--- src/rtl/alarm_match_unit.sv ---
module alarm_match_unit #(
  parameter int ADDR_W = 3
) (
  input  logic              clk,
  input  logic              rst_n,
  input  logic              tick_i,
  input  logic [7:0]        sec_i,
  input  logic [7:0]        min_i,
  input  logic [7:0]        hour_i,
  input  logic [7:0]        wday_i,
  input  logic [7:0]        mday_i,
  input  logic [7:0]        mon_i,
  input  logic              reg_we,
  input  logic [ADDR_W-1:0] reg_addr,
  input  logic [7:0]        reg_wdata,
  output logic [7:0]        reg_rdata,
  output logic              irq_o
);
  localparam int FIELDS = 6;
  localparam int CTRL_ADDR = FIELDS;
  localparam int FLAG_BIT = 0;
  localparam int AIE_BIT = 3;

  logic [7:0] alarm_q [FIELDS];
  logic [7:0] cnt [FIELDS];
  logic [FIELDS-1:0] field_ok;
  logic [FIELDS-1:0] field_en;
  logic flag_q, aie_q, hit, ctrl_wr;

  assign cnt[0] = sec_i;
  assign cnt[1] = min_i;
  assign cnt[2] = hour_i;
  assign cnt[3] = wday_i;
  assign cnt[4] = mday_i;
  assign cnt[5] = mon_i;

  for (genvar i = 0; i < FIELDS; i++) begin : g_field
    assign field_en[i] = alarm_q[i][7];
    assign field_ok[i] = !field_en[i] || (cnt[i] == {1'b0, alarm_q[i][6:0]});

    always_ff @(posedge clk or negedge rst_n) begin
      if (!rst_n)
        alarm_q[i] <= 8'h00;
      else if (reg_we && reg_addr == ADDR_W'(i))
        alarm_q[i] <= reg_wdata;
    end

    assert_alarm_hold_R2: assert property (@(posedge clk) disable iff (!rst_n)
      !(reg_we && reg_addr == ADDR_W'(i)) |=> $stable(alarm_q[i]));
  end

  assign hit = tick_i && (|field_en) && (&field_ok);
  assign ctrl_wr = reg_we && reg_addr == ADDR_W'(CTRL_ADDR);

  always_ff @(posedge clk or negedge rst_n) begin
    if (!rst_n) begin
      flag_q <= 1'b0;
      aie_q  <= 1'b0;
    end else begin
      if (hit)
        flag_q <= 1'b1;
      else if (ctrl_wr && !reg_wdata[FLAG_BIT])
        flag_q <= 1'b0;
      if (ctrl_wr)
        aie_q <= reg_wdata[AIE_BIT];
    end
  end

  always_comb begin
    reg_rdata = 8'h00;
    if (reg_addr < ADDR_W'(FIELDS))
      reg_rdata = alarm_q[reg_addr];
    else if (reg_addr == ADDR_W'(CTRL_ADDR)) begin
      reg_rdata[FLAG_BIT] = flag_q;
      reg_rdata[AIE_BIT]  = aie_q;
    end
  end

  assign irq_o = flag_q & aie_q;

  assert_match_sets_R3: assert property (@(posedge clk) disable iff (!rst_n)
    hit |=> flag_q);

  assert_no_field_no_set_R5: assert property (@(posedge clk) disable iff (!rst_n)
    (field_en == '0 && !flag_q) |=> !flag_q);

  assert_rise_needs_tick_R6: assert property (@(posedge clk) disable iff (!rst_n)
    $rose(flag_q) |-> $past(tick_i));

  assert_fall_needs_clear_R7: assert property (@(posedge clk) disable iff (!rst_n)
    $fell(flag_q) |-> $past(ctrl_wr && !reg_wdata[FLAG_BIT]));

  assert_irq_follows_R8: assert property (@(posedge clk) disable iff (!rst_n)
    irq_o |-> (reg_addr != ADDR_W'(CTRL_ADDR)) || (reg_rdata[FLAG_BIT] && reg_rdata[AIE_BIT]));
endmodule

--- config.mk ---
export PLATFORM = sky130hd
export DESIGN_NAME = alarm_match_unit
export DESIGN_NICKNAME = d
export VERILOG_FILES = /design/src/rtl/alarm_match_unit.sv
export SDC_FILE = /design/constraint.sdc
export NUM_CORES = 1
export LEC_CHECK = 0
export BUFFER_PORTS_ARGS = -buffer_cell sky130_fd_sc_hd__buf_2
export CAP_MARGIN = 30
export CORE_ASPECT_RATIO = 0.75
export CORE_MARGIN = 1.5
export CORE_UTILIZATION = 40
export CTS_CLUSTER_DIAMETER = 30
export DETAILED_ROUTE_END_ITERATION = 8
export GPL_ROUTABILITY_DRIVEN = 0
export PLACE_DENSITY = 0.65
export SLEW_MARGIN = 20
export SYNTH_ARGS = -nofsm -noshare
export SYNTH_HDL_FRONTEND = slang
export SYNTH_SLANG_ARGS = --single-unit
--- constraint.sdc ---
create_clock -name clk -period 1.52 [get_ports clk]
set_input_delay 0.304 -clock clk [delete_from_list [all_inputs] [get_ports clk]]
set_output_delay 0.304 -clock clk [all_outputs]
set_load 0.02 [all_outputs]
==> results of run 1 <==
## what timing repair did
| item | 4_1_cts | 5_1_grt |
|---|---|---|
| setup endpoints to repair | 9 | 9 |
| endpoints found under the hold margin | 50 | 0 |
| buffers inserted | 17 | 6 |
| pin swaps | 0 | 3 |
| hold buffers | 1 | 0 |
| gates resized for setup | 25 | 11 |
## worst max-delay path, cell delays in order, from the launching register on
cell and delay (ns):
dfrtp_1 0.40, mux4_2 0.49, inv_2 0.07, o22ai_2 0.08
buf_6 0.14
## layout by cell type, fill, tap and decap left out, types with 2 or more instances in the layout
cell | Yosys | layout
clkbuf_8 | 0 | 5
nand4_1 | 7 | 7
nor2_2 | 0 | 2
xnor2_1 | 24 | 24
buf_4 | 1 | 52
o22ai_2 | 0 | 5
inv_2 | 0 | 6
or4_1 | 7 | 4
mux4_2 | 7 | 8
nand4b_2 | 2 | 2
nor3b_4 | 2 | 2
mux2_2 | 49 | 49
nor3_4 | 2 | 2
buf_6 | 2 | 8
buf_12 | 0 | 4
a21oi_1 | 4 | 2
o21ai_1 | 4 | 5
xor2_1 | 18 | 17
dfrtp_1 | 50 | 50
clkbuf_1 | 0 | 2
o21ai_0 | 4 | 2
mux2i_1 | 8 | 8
or4_4 | 0 | 3
nor2_1 | 4 | 2
a21oi_2 | 0 | 2
buf_2 | 3 | 63
## layer usage
layer / share of wire / up-vias
met4: 0.012 / 0
met2: 0.46 / 63
met1: 0.49 / 1112
met3: 0.041 / 7
met5: 0 / -
li1: - / 1062
## final timing paths
path / from / to / slack [ns] / depth (start not counted)
max: alarm_q[21]$_DFFE_PN0P_ / reg_rdata[5] / -0.28 / 4
min: reg_wdata[7] / alarm_q[47]$_DFFE_PN0P_ / 0.32 / 2
max reg2reg: alarm_q[35]$_DFFE_PN0P_ / flag_q$_DFFE_PN0P_ / -0.18 / 6
min reg2reg: aie_q$_DFFE_PN0P_ / aie_q$_DFFE_PN0P_ / 0.53 / 1
max in group asynchronous: rst_n / alarm_q[25]$_DFFE_PN0P_ / 0.78 / 3
min in group asynchronous: rst_n / alarm_q[0]$_DFFE_PN0P_ / 0.51 / 3
## flip-flops by register name, indices dropped and copies added, names as in the netlist
signal   cells
aie_q        1
alarm_q     48
flag_q       1
## layout make-up
| class | instances | area share |
|---|---|---|
| clock buffer | 7 | 0.0189 |
| timing repair buffer | 128 | 0.220 |
| inverter | 6 | 0.00559 |
| tap | 98 | 0.0304 |
| clock inverter | 1 | 0.00746 |
| multi-input combinational | 157 | 0.407 |
| sequential | 50 | 0.311 |
## through the flow
stage | setup TNS (ns) | utilization | cells | hold slack [ns] | power (mW)
2_1_floorplan | -0.313 | - | 220 | 0.00841 | 2.73
3_3_place_gp | -7.24 | 0.526 | 416 | 0.316 | 3.32
5_1_grt | -2.67 | 0.584 | 447 | 0.320 | 4.85
4_1_cts | -2.33 | 0.571 | 442 | 0.306 | 4.53
6_report | -2.26 | 0.584 | 447 | 0.319 | 4.60
3_5_place_dp | -8.73 | 0.526 | 416 | 0.312 | 3.36
## where the power goes
part | switching [mW] | internal [mW] | leakage (nW) | total [mW]
registers | 0.207 | 1.63 | 0.599 | 1.84
logic | 0.754 | 1.06 | 1.16 | 1.82
clock network | 0.452 | 0.493 | 0.0524 | 0.945
## kinds of logic after synthesis
logic type             after synthesis  synth area share
XOR/XNOR                            42             0.128
AO/OA/AOI/OAI                       19            0.0370
flip-flops                          50             0.435
buffers and inverters               13            0.0248
AND/OR/NAND/NOR                     31            0.0910
multiplexers                        65             0.284
==> run_results.csv, run 1 <==
group,metric,value,unit
floorplan,die_y,76.4,um
final_layout,n_antenna_cell,0,
sta,max_clock_freq,0.556,GHz
grt,grt-ovfl-total,0,
floorplan,dieArea,7710,um2
routing,routed_wl,7.70,mm
yosys,synth.distinct_cells,30,
sta,maxSlewHeadroom,0.717,
sta,worst_slack,-0.279,ns
grt,grt_max_degree,51,
power,power_density,1140,nW/um2
setup_path,crit_required,1.22,ns
clock_network,h-tree-depth,2,
floorplan,die_w,101,um
placed_design,port_buffers,71,
grt,grtUsageMet3,0.0312,
final_layout,multi_input_area,1640,um2
yosys,ys_ff_latch,50,
routing,drtAntennaViolNets,0,
sta,finClkSkew,0.00343,ns
yosys,synth_edf_count,0,
sta,setup_viol,9,
sta,period_minus_slack,1.80,ns
setup_path,cp_data_arrival_time,1.49,ns
clock_network,tritoncts,"yes",
yosys,yosys-top-cells-area,"dfrtp_1 44%, mux2_2 19%, xnor2_1 7.3%",
outcome,violations,"setup timing",
grt,use_met1,0.299,
placed_design,dpl_cell_area,3630,um2
yosys,syn_nets,283,
yosys,synthTopCellsByCount,"50 x dfrtp_1, 49 x mux2_2, 24 x xnor2_1",
final_layout,area_growth,40.1,%
setup_path,critPathMaxFanout,2,
grt,track_usage,0.209,
routing,drt_iter0_drc,72,
floorplan,row_count,26,
sta,fin_crit_sh,1.18,
worst_hold_path,hold_class,"in2reg",
floorplan,io_pins,72,
yosys,async_flop_share,1.00,
yosys,synth_area_per_cell,13.1,um2
yosys,yosysMostFrequentCell,"dfrtp_1",
routing,dr.pass1.iters,4,
final_layout,drive_above_1_share,0.625,
sta,rsz0062_at_grt,"true",
final_layout,nFillCells,605,
sta,tightestPinTransition,0.421,ns
clock_network,insertion_delay,0.31,ns
yosys,yosysWarningCount,0,
yosys,synth_top_area_cell,"dfrtp_1",
yosys,netlist_instances,220,
grt,use_met2,0.325,
sta,hold_violations,0,
clock_network,cts_buffer_depth,2,
routing,drc_errors,0,
clock_network,root_buffer,"clkbuf_8",
floorplan,start_util,0.417,
grt,grt_pass1_wl,12.0,mm
setup_path,end_kind,"output pin",
final_layout,postLayoutCellArea,4030,um2
power,leakagePower,1.81,nW
yosys,seq_area_frac_synth,0.435,
setup_path,criticalPathCategory,"reg2out",
clock_network,path_clk_slew,0.09,ns
final_layout,nets,411,
sta,drv_slew,0,
routing,viasPerCell,5.02,
placed_design,preCtsSetupSlack,-0.290,ns
grt,antenna_found_initial,0,
grt,grt-busiest-layer,"met2",
yosys,synth-main-ff-cell,"dfrtp_1",
clock_network,numCtsBuffers,5,
grt,grt_pass1_vias,2343,
power,ir_drop,0.000495,V
clock_network,clock_sinks,50,
placed_design,dp_hpwl,5.75,mm
final_layout,seq_area,1250,um2
routing,wl_per_cell,17.2,um
yosys,netlist_area,2870,um2
setup_path,cp-start-kind,"flop",
job,cap_violations,0,
floorplan,core_area,6900,um2
routing,num_vias,2244,
yosys,synth_top_area_share,0.435,
outcome,status,"complete, but fails checks",
(Power assumes the default switching activity.)
==> inputs of run 2 (changes only) <==
--- a/config.mk
+++ b/config.mk
@@ -14,6 +14,7 @@
 export DETAILED_ROUTE_END_ITERATION = 8
 export GPL_ROUTABILITY_DRIVEN = 0
 export PLACE_DENSITY = 0.65
+export RECOVER_POWER = 50
 export SLEW_MARGIN = 20
 export SYNTH_ARGS = -nofsm -noshare
 export SYNTH_HDL_FRONTEND = slang
==> run_results.csv, run 2 (synthesized netlist as in run 1, its figures left out) <==
group,metric,value,unit
outcome,status,"complete, but fails checks",
outcome,violations,"setup timing",
routing,wl_per_cell,17.3,um
setup_path,cp-start-kind,"flop",
sta,max_clock_freq,0.556,GHz
routing,drc_errors,0,
sta,fin_crit_sh,1.18,
sta,period_minus_slack,1.80,ns
power,fin_total_pwr,4.60,mW
setup_path,worstPathCellList,"mux4_2, inv_2, o22ai_2, buf_6",
worst_hold_path,hold_depth,2,
final_layout,top_register,"alarm_q",
grt,grt-ovfl-total,0,
sta,worst_slack,-0.278,ns
grt,track_usage,0.209,
final_layout,mostFrequentLayoutCells,"63 x buf_2, 52 x buf_4, 50 x dfrtp_1, 49 x mux2_2, 24 x xnor2_1",
clock_network,path_clk_slew,0.09,ns
routing,routed_wl,7.72,mm
floorplan,dieArea,7710,um2
setup_path,reg2reg_slack,-0.17,ns
floorplan,io_pins,72,
placed_design,port_buffers,71,
setup_path,cp_num_buf_inv,2,
final_layout,final_util,0.582,
worst_hold_path,hold_class,"in2reg",
sta,tightestPinTransition,0.699,ns
power,power_density,1140,nW/um2
final_layout,layoutNonFillerInstCount,447,
final_layout,largest_reg_flops,48,
setup_path,crit_required,1.22,ns
floorplan,core_area,6900,um2
routing,drt_iter0_drc,82,
floorplan,row_count,26,
setup_path,critPathSlowestCell,"mux4_2",
sta,hold_violations,0,
clock_network,clock_sinks,50,
setup_path,critPathMaxFanout,2,
setup_path,criticalPathCategory,"reg2out",
worst_hold_path,worstHoldEndpoint,"alarm_q[7]$_DFFE_PN0P_",
clock_network,root_buffer,"clkbuf_8",
clock_network,tritoncts,"yes",
setup_path,cp_data_arrival_time,1.49,ns
setup_path,worst-r2r-cell-count,6,
final_layout,nets,411,
worst_hold_path,hold_start,"reg_wdata[7]",
sta,drv_slew,0,
final_layout,drive_above_1_share,0.625,
placed_design,dp_hpwl,5.75,mm
grt,grt_max_degree,51,
floorplan,start_util,0.417,
grt,grt_pass1_wl,12.0,mm
setup_path,critPathTopFamily,"multiplexers",
placed_design,placed_cells,416,
routing,num_vias,2255,
setup_path,r2r-start,"alarm_q[35]$_DFFE_PN0P_",
sta,setup_viol,9,
sta,finClkSkew,0.00178,ns
routing,dr.pass1.iters,4,
setup_path,end_kind,"output pin",
placed_design,preCtsSetupSlack,-0.290,ns
grt,grt_pass1_vias,2343,
clock_network,numCtsBuffers,5,
final_layout,reg_top3,"alarm_q: 48 flops, aie_q: 1 flops, flag_q: 1 flops",
setup_path,slowest_delay,0.49,ns
routing,viasPerCell,5.04,
final_layout,mostFrequentLayoutCell,"buf_2",
final_layout,area_growth,39.7,%
setup_path,r2r-end,"flag_q$_DFFE_PN0P_",
sta,maxSlewHeadroom,0.534,
clock_network,cts_buffer_depth,2,
sta,rsz0062_at_grt,"true",
floorplan,die_y,76.4,um
routing,drtAntennaViolNets,0,
floorplan,die_w,101,um
clock_network,h-tree-depth,2,
power,ir_drop,0.000493,V
final_layout,n_antenna_cell,0,
power,leakagePower,1.80,nW
clock_network,insertion_delay,0.31,ns
grt,antenna_found_initial,0,
job,cap_violations,0,
==> run 2: cell types whose count changed in the layout (fill, tap and decap cells not counted) <==
cell      previous run  this run
buf_12               4         3
clkbuf_4             0         1
==> run 2: how the worst max path moves through the flow <==
stage / startpoint / endpoint / cells past startpoint
floorplan: reg_addr[1] / reg_rdata[1] / 5
global placement: reg_addr[0] / reg_rdata[6] / 5
detailed placement: reg_addr[0] / reg_rdata[6] / 5
CTS: alarm_q[24]$_DFFE_PN0P_ / reg_rdata[0] / 4
global route: alarm_q[21]$_DFFE_PN0P_ / reg_rdata[5] / 4
finish: alarm_q[21]$_DFFE_PN0P_ / reg_rdata[5] / 4
==> run 2: worst reg2reg max path, delay by kind of cell, from the launching register on <==
family / cells / cell delay (ns)
simple gates: 2 / 0.63
flops: 1 / 0.41
compound gates: 2 / 0.30
buf+inv: 1 / 0.14
xor+xnor: 1 / 0.14
==> run 2: layout make-up <==
cell class | instances | area (um2)
Multi-Input combinational cell | 157 | 1640
Clock inverter | 1 | 30.0
Timing Repair Buffer | 128 | 873
Tap cell | 98 | 123
Fill cell | 607 | 2880
Sequential cell | 50 | 1250
Inverter | 6 | 22.5
Clock buffer | 7 | 76.3
==> run 2: through the flow <==
stage	hold slack [ns]	instance area, um2	setup TNS [ns]
finish	0.315	4020	-2.26
global route	0.320	4020	-2.67
CTS	0.306	3940	-2.33
detailed placement	0.312	3630	-8.73
global placement	0.316	3630	-7.24
floorplan	0.00841	2900	-0.313
==> run 2: timing repair <==
action	4_1_cts	5_1_grt
hold buffers	1	0
pin swaps	0	3
hold endpoints to repair	50	0
resized for setup	25	11
setup buffers	17	6
setup endpoints to repair	9	9
==> run 2: per-layer routing <==
layer / vias up / global-route usage / share of wire
met1: 1126 / 0.299 / 0.48
met2: 61 / 0.325 / 0.46
met5: - / 0 / 0
met4: 0 / 0.0634 / 0.012
met3: 7 / 0.0312 / 0.044
li1: 1061 / - / -
==> run 2: power by group <==
| part | switching [mW] | internal, mW |
|---|---|---|
| sequential | 0.208 | 1.63 |
| clock | 0.454 | 0.493 |
| combinational | 0.752 | 1.06 |
| total | 1.41 | 3.18 |
